## config.mk

```make
export PLATFORM = sky130hd
export DESIGN_NAME = wtx_arb
export DESIGN_NICKNAME = d
export VERILOG_FILES = /design/src/rtl/wtx_arb_pkg.sv /design/src/rtl/wtx_weight_regs.sv /design/src/rtl/wtx_round_sched.sv /design/src/rtl/wtx_beat_mux.sv /design/src/rtl/wtx_arb.sv
export SDC_FILE = /design/constraint.sdc
export NUM_CORES = 1
export LEC_CHECK = 0
export ABC_AREA = 1
export BUFFER_PORTS_ARGS = -buffer_cell sky130_fd_sc_hd__buf_2
export CAP_MARGIN = 0
export CELL_PAD_IN_SITES_DETAIL_PLACEMENT = 1
export CELL_PAD_IN_SITES_GLOBAL_PLACEMENT = 1
export CORE_MARGIN = 5
export CORE_UTILIZATION = 23
export DETAILED_ROUTE_END_ITERATION = 10
export PLACE_DENSITY_LB_ADDON = 0.1
export SETUP_SLACK_MARGIN = 0.5
export SKIP_CTS_REPAIR_TIMING = 1
export SLEW_MARGIN = 20
export SYNTH_ARGS = -nofsm -noshare
export SYNTH_HDL_FRONTEND = slang
export SYNTH_SLANG_ARGS = --single-unit
```

## constraint.sdc

```tcl
create_clock -name clk -period 3.57 [get_ports clk]
set_clock_uncertainty 0.15 [all_clocks]
set_input_delay 0.714 -clock clk [delete_from_list [all_inputs] [get_ports clk]]
set_output_delay 0.714 -clock clk [all_outputs]
set_load 0.1 [all_outputs]
```

## src/rtl/wtx_arb_pkg.sv

```systemverilog
// Shared constants and types for the weighted transmit-class arbiter.
// Assumes exactly three classes; the level width holds levels 0..2 plus
// one spare code used by the scheduler as an "exhausted" slot count.
package wtx_arb_pkg;
    localparam int NCLS  = 3;
    localparam int LVL_W = 2;
    localparam int CLS_W = 2;

    typedef logic [LVL_W-1:0] lvl_t;
    typedef logic [CLS_W-1:0] cls_idx_t;

    localparam lvl_t     LVL_MAX = lvl_t'(2);
    localparam cls_idx_t CLS_CPL = cls_idx_t'(0);
    localparam cls_idx_t CLS_NP  = cls_idx_t'(1);
    localparam cls_idx_t CLS_P   = cls_idx_t'(2);
endpackage

```

## src/rtl/wtx_weight_regs.sv

```systemverilog
// Per-class weight level registers with saturating writes.
// Assumes cfg_wdata is two's complement; a set sign bit refuses the write
// and raises err for one cycle. Reads are combinational on addr.
module wtx_weight_regs
    import wtx_arb_pkg::*;
#(
    parameter int   CFG_W   = 8,
    parameter lvl_t RST_LVL = lvl_t'(1)
) (
    input  logic                  clk,
    input  logic                  rst_n,
    input  logic                  wr,
    input  logic [CLS_W-1:0]      addr,
    input  logic [CFG_W-1:0]      wdata,
    output lvl_t                  rdata,
    output logic                  err,
    output logic [NCLS*LVL_W-1:0] lvl_flat
);
    localparam int MAG_W = CFG_W - 1;

    logic             neg;
    logic [MAG_W-1:0] mag;
    lvl_t             clamped;
    lvl_t             lvl_q [NCLS];

    // Split the signed write value and saturate its magnitude to the top level.
    always_comb begin
        neg     = wdata[CFG_W-1];
        mag     = wdata[MAG_W-1:0];
        clamped = (mag > MAG_W'(LVL_MAX)) ? LVL_MAX : mag[LVL_W-1:0];
    end

    for (genvar i = 0; i < NCLS; i++) begin : g_lvl
        // Hold one class level; accept only non-negative writes to its address.
        always_ff @(posedge clk) begin
            if (!rst_n) begin
                lvl_q[i] <= RST_LVL;
            end else if (wr && !neg && addr == CLS_W'(i)) begin
                lvl_q[i] <= clamped;
            end
        end
        assign lvl_flat[i*LVL_W +: LVL_W] = lvl_q[i];
    end

    // Flag a refused write for the cycle after it.
    always_ff @(posedge clk) begin
        if (!rst_n) begin
            err <= 1'b0;
        end else begin
            err <= wr && neg;
        end
    end

    // Return the addressed level, zero for the unused address.
    always_comb begin
        rdata = '0;
        for (int i = 0; i < NCLS; i++) begin
            if (addr == CLS_W'(i)) begin
                rdata = lvl_q[i];
            end
        end
    end
endmodule

```

## src/rtl/wtx_round_sched.sv

```systemverilog
// Round-based weighted scheduler. A class with level w gets up to w+1
// packets per visit; idle classes are skipped and lose their slots.
// The chosen class is committed when its first beat is offered and held
// until the last beat is accepted. Assumes a source keeps valid high
// from its first beat until its last beat is accepted.
module wtx_round_sched
    import wtx_arb_pkg::*;
(
    input  logic                  clk,
    input  logic                  rst_n,
    input  logic [NCLS-1:0]       req,
    input  logic [NCLS*LVL_W-1:0] lvl_flat,
    input  logic                  link_ready,
    input  logic                  eop_sel,
    output cls_idx_t              sel,
    output logic                  offer
);
    cls_idx_t cur_q;
    lvl_t     used_q;
    logic     lock_q;
    lvl_t     lvl [NCLS];
    cls_idx_t pick;
    logic     any;
    logic     fresh;
    logic     stay;

    for (genvar i = 0; i < NCLS; i++) begin : g_unpack
        assign lvl[i] = lvl_flat[i*LVL_W +: LVL_W];
    end

    // Choose: keep the current class while it has slots, else next requester in cyclic order.
    always_comb begin
        stay  = req[cur_q] && (used_q <= lvl[cur_q]);
        pick  = cur_q;
        any   = stay;
        fresh = 1'b0;
        for (int k = 1; k <= NCLS; k++) begin
            int idx;
            idx = (int'(cur_q) + k) % NCLS;
            if (!any && req[idx]) begin
                any   = 1'b1;
                pick  = cls_idx_t'(idx);
                fresh = 1'b1;
            end
        end
        sel   = lock_q ? cur_q : pick;
        offer = lock_q ? req[cur_q] : any;
    end

    // Commit a packet's class and slot count on its first offer; release on accepted last beat.
    always_ff @(posedge clk) begin
        if (!rst_n) begin
            cur_q  <= CLS_P;
            used_q <= '1;
            lock_q <= 1'b0;
        end else if (!lock_q) begin
            if (any) begin
                cur_q  <= pick;
                used_q <= fresh ? lvl_t'(1) : used_q + lvl_t'(1);
                lock_q <= !(link_ready && eop_sel);
            end
        end else if (req[cur_q] && link_ready && eop_sel) begin
            lock_q <= 1'b0;
        end
    end
endmodule

```

## src/rtl/wtx_beat_mux.sv

```systemverilog
// Steers the selected class's beat onto the link and returns the
// handshake to that class only. Purely combinational.
module wtx_beat_mux
    import wtx_arb_pkg::*;
#(
    parameter int DATA_W = 32
) (
    input  cls_idx_t               sel,
    input  logic                   offer,
    input  logic                   link_ready,
    input  logic [NCLS*DATA_W-1:0] cls_data,
    input  logic [NCLS-1:0]        cls_eop,
    output logic [DATA_W-1:0]      link_data,
    output logic                   link_eop,
    output logic [NCLS-1:0]        cls_ready
);
    // Forward payload and end marker of the selected class.
    always_comb begin
        link_data = '0;
        link_eop  = 1'b0;
        for (int i = 0; i < NCLS; i++) begin
            if (sel == CLS_W'(i)) begin
                link_data = cls_data[i*DATA_W +: DATA_W];
                link_eop  = cls_eop[i];
            end
        end
    end

    for (genvar i = 0; i < NCLS; i++) begin : g_rdy
        assign cls_ready[i] = offer && link_ready && (sel == CLS_W'(i));
    end
endmodule

```

## src/rtl/wtx_arb.sv

```systemverilog
// Top of the weighted transmit-class arbiter: weight registers, round
// scheduler and beat steering. Class 0 completion, 1 non-posted, 2 posted.
module wtx_arb
    import wtx_arb_pkg::*;
#(
    parameter int   DATA_W  = 32,
    parameter int   CFG_W   = 8,
    parameter lvl_t RST_LVL = lvl_t'(1)
) (
    input  logic                   clk,
    input  logic                   rst_n,
    input  logic [NCLS-1:0]        cls_valid,
    input  logic [NCLS*DATA_W-1:0] cls_data,
    input  logic [NCLS-1:0]        cls_eop,
    output logic [NCLS-1:0]        cls_ready,
    output logic                   link_valid,
    output logic [DATA_W-1:0]      link_data,
    output logic                   link_eop,
    output logic [CLS_W-1:0]       link_cls,
    input  logic                   link_ready,
    input  logic                   cfg_wr,
    input  logic [CLS_W-1:0]       cfg_addr,
    input  logic [CFG_W-1:0]       cfg_wdata,
    output logic [LVL_W-1:0]       cfg_rdata,
    output logic                   cfg_err
);
    logic [NCLS*LVL_W-1:0] lvl_flat;
    cls_idx_t              sel;

    wtx_weight_regs #(.CFG_W(CFG_W), .RST_LVL(RST_LVL)) u_regs (
        .clk      (clk),
        .rst_n    (rst_n),
        .wr       (cfg_wr),
        .addr     (cfg_addr),
        .wdata    (cfg_wdata),
        .rdata    (cfg_rdata),
        .err      (cfg_err),
        .lvl_flat (lvl_flat)
    );

    wtx_round_sched u_sched (
        .clk        (clk),
        .rst_n      (rst_n),
        .req        (cls_valid),
        .lvl_flat   (lvl_flat),
        .link_ready (link_ready),
        .eop_sel    (link_eop),
        .sel        (sel),
        .offer      (link_valid)
    );

    wtx_beat_mux #(.DATA_W(DATA_W)) u_mux (
        .sel        (sel),
        .offer      (link_valid),
        .link_ready (link_ready),
        .cls_data   (cls_data),
        .cls_eop    (cls_eop),
        .link_data  (link_data),
        .link_eop   (link_eop),
        .cls_ready  (cls_ready)
    );

    assign link_cls = sel;
endmodule

```

==> qor.json <==
{
  "detailed_routing": {
    "number_of_nets_with_antenna_violations_after_routing": 0,
    "drt_pass1_iterations": 4,
    "avgRoutedWirePerCell_um": 17.4,
    "vias": 2792,
    "drtIter0Drc": 119,
    "remaining_drc_errors": 0,
    "route.final.wire_length_mm": 10.1,
    "vias_per_cell": 4.79
  },
  "critical_path": {
    "cp_max_fo": 7,
    "reg2reg_slack_ns": 0.95,
    "cp_data_required_time_ns": 2.71,
    "cp-end-kind": "output pin",
    "kind_of_launch_point_of_the_worst_setup_path": "flip-flop",
    "critical_path.max_stage_delay_ns": 0.37,
    "worst-setup-path-type": "reg -> out",
    "worst_path_max_delay_cell": "sky130_fd_sc_hd__dfxtp_4",
    "endpoint_of_the_most_critical_register_to_register_path": "u_sched.used_q[1]",
    "reg2regPathDepth": 18,
    "path_cells": "inv_6, o21ai_2, a2bb2oi_2, ha_1, inv_2, nor2_2, o21ai_2, nand2_4, nand3_1, nand3_1, nand2_1, nand2_1, nand2_1, nand2_2, nor2_4, buf_12, clkbuf_16, nand2_4, nand3_4, buf_12",
    "crit-reg2reg-launch": "u_sched.cur_q[1]",
    "worstPathArrival_ns": 2.95,
    "cpMostUsedCell": "sky130_fd_sc_hd__nand2_1"
  },
  "timing": {
    "grt_setup_unrepaired": "yes",
    "report.final.setup_viol": 36,
    "final_max_slew_viol_count": 0,
    "min_clock_period_post_route_ns": 3.81,
    "final-hold-violation-count": 0,
    "fmaxAchievable_mhz": 262,
    "postLayoutSetupSlackWorst_ns": -0.243,
    "relSlewSlack_pct": 66.5,
    "layout_worst_path_cycle_share_pct": 107,
    "final.hold.worst_slack_ns": 0.406,
    "max_slew.worst_pin.slew_ns": 0.505
  },
  "die": {
    "design.die.area_um2": 9390,
    "floorplan.core_area_um2": 7290,
    "chipHeight_um": 96.9,
    "row_count": 31,
    "chipWidth_um": 96.9,
    "initial_utilization_pct": 23.8,
    "floorplan.io_pins": 158
  },
  "grt": {
    "grt_max_degree": 25,
    "first_global_vias": 2939,
    "gr-total-overflow": 0,
    "number_of_antenna_violations_at_the_first_check_in_global_routing": 2,
    "grt_first_pass_wirelength_mm": 15.6,
    "global_route.peak_usage_layer": "met2",
    "groute.layer.met3.usage_pct": 4.68,
    "globalRouteTotalUtil_pct": 20.0,
    "grtUsageMet1_pct": 21.7,
    "groute.layer.met2.usage_pct": 39.2
  },
  "placed_design": {
    "post-dp-hpwl_mm": 8.26,
    "port-buffer-count": 157,
    "gp_routability_congestion": 0.821
  },
  "yosys": {
    "synthesis.area_um2": 1740,
    "synth.yosys.seq_area_share_pct": 17.3,
    "asyncSetResetFlopFracSynth_pct": 0,
    "postSynthCellCount": 309,
    "netlist_top_cells_count": "sky130_fd_sc_hd__nand2_1 (150), sky130_fd_sc_hd__nand3_1 (54), sky130_fd_sc_hd__inv_1 (19)",
    "synthTopCellsByArea": "sky130_fd_sc_hd__nand2_1 (32%), sky130_fd_sc_hd__nand3_1 (16%), sky130_fd_sc_hd__edfxtp_1 (10%)",
    "dominantRegCellSynth": "sky130_fd_sc_hd__edfxtp_1",
    "post-synth-top-area-fraction_pct": 32.4,
    "synth_enable_flop_cells": 6,
    "postSynthAreaPerCell_um2": 5.62,
    "synth.distinct_cells": 27,
    "synthesis.nets": 429,
    "yosysTopAreaCell": "sky130_fd_sc_hd__nand2_1",
    "synth.ff_latch_count": 12,
    "most_frequent_cell_after_synthesis": "sky130_fd_sc_hd__nand2_1",
    "yosys_warnings": 0
  },
  "hold_path": {
    "holdPathEnd": "u_sched.used_q[1]",
    "path_type_of_the_worst_min_delay_path": "reg -> reg",
    "worstHoldPathCells": 3,
    "worstHoldStart": "u_sched.used_q[1]"
  },
  "clocking": {
    "clk_latency_ns": 0.24,
    "htreeDepth": 1,
    "cts-root-buf": "sky130_fd_sc_hd__clkbuf_8",
    "tritoncts_buffer_count": 3,
    "cts_tree": "yes",
    "clkSinkCount": 12,
    "clock_tree.buffer_depth": 2,
    "clkSlewWorstSetupHoldPaths_ns": 0.06
  },
  "finish": {
    "syn2layout_area_growth_pct": 146,
    "nets": 603,
    "drive_gt1_share_pct": 60.4
  },
  "job": {
    "drv_cap": 0
  },
  "outcome": {
    "status": "finished, violations left",
    "violations": "setup timing"
  }
}
## how the worst max path moves through the flow
stage | start | to | slack [ns]
floorplan | u_sched.cur_q[0] | cls_ready[0] | -0.009
global placement | u_sched.cur_q[0] | link_data[11] | 0.06
detailed placement | u_sched.cur_q[1] | link_data[1] | -0.03
CTS | u_sched.cur_q[1] | link_data[1] | -0.30
global route | u_sched.cur_q[1] | link_data[24] | -0.41
finish | u_sched.cur_q[1] | link_data[15] | -0.24
## cell usage in the layout (no fill, tap or decap), types with 6 or more instances in the layout
cell	n
sky130_fd_sc_hd__nand3_1	19
sky130_fd_sc_hd__edfxtp_1	6
sky130_fd_sc_hd__buf_4	8
sky130_fd_sc_hd__nand2_4	26
sky130_fd_sc_hd__inv_1	17
sky130_fd_sc_hd__nor2_1	13
sky130_fd_sc_hd__nand2_1	111
sky130_fd_sc_hd__nand3_4	34
sky130_fd_sc_hd__buf_12	46
sky130_fd_sc_hd__nand2_2	15
sky130_fd_sc_hd__buf_2	118
## logic make-up after synthesis
| family | count (synthesis) | synth area share, % |
|---|---|---|
| adder cells (fa/ha/maj) | 4 | 2.88 |
| AO/OA/AOI/OAI | 13 | 5.47 |
| buffers and inverters | 34 | 11.0 |
| AND/OR/NAND/NOR | 246 | 63.4 |
| flip-flops | 12 | 17.3 |
## cell type report
cell class	instances	area [µm²]
timing repair buffer	179	1680
fill	888	3020
antenna	2	5.00
inverter	24	103
sequential	12	308
tap	99	124
clock buffer	4	45.0
multi-input combinational	263	2010
## registers in the layout, indices dropped and copies added, names as in the netlist
| register | flops |
|---|---|
| u_regs.err | 1 |
| u_regs.lvl_q | 6 |
| u_sched.lock_q | 1 |
| u_sched.used_q | 2 |
| u_sched.cur_q | 2 |
## worst max-delay path, delay by kind of cell, from the launching register on
| family | cells | cell delay (ns) |
|---|---|---|
| buffers and inverters | 5 | 0.64 |
| DFF | 1 | 0.37 |
| and+or+nand+nor | 11 | 0.99 |
| AOI/OAI and AO/OA | 3 | 0.36 |
| adders and majority gates | 1 | 0.33 |
## per-layer routing
metal	vias to the layer above	wire length [µm]
met3	16	703
met1	1314	3540
met4	0	209
li1	1351	-
met2	111	5670
met5	-	0
## per-stage QoR
step,setup TNS [ns],instances,utilization [%],instance area [µm²],setup WS (ns)
after floorplan,-0.0181,309,-,2410,-0.00904
after global placement,0,566,53.5,3900,0.0567
after detailed placement,-0.110,566,53.5,3900,-0.0329
after CTS,-8.71,570,54.1,3950,-0.299
after global routing,-13.16,583,58.6,4280,-0.411
final,-7.02,583,58.6,4280,-0.243
Power is left out: the tool's default activity adds up to more than one toggle a clock period on the data nets, which glitch-free logic cannot reach.
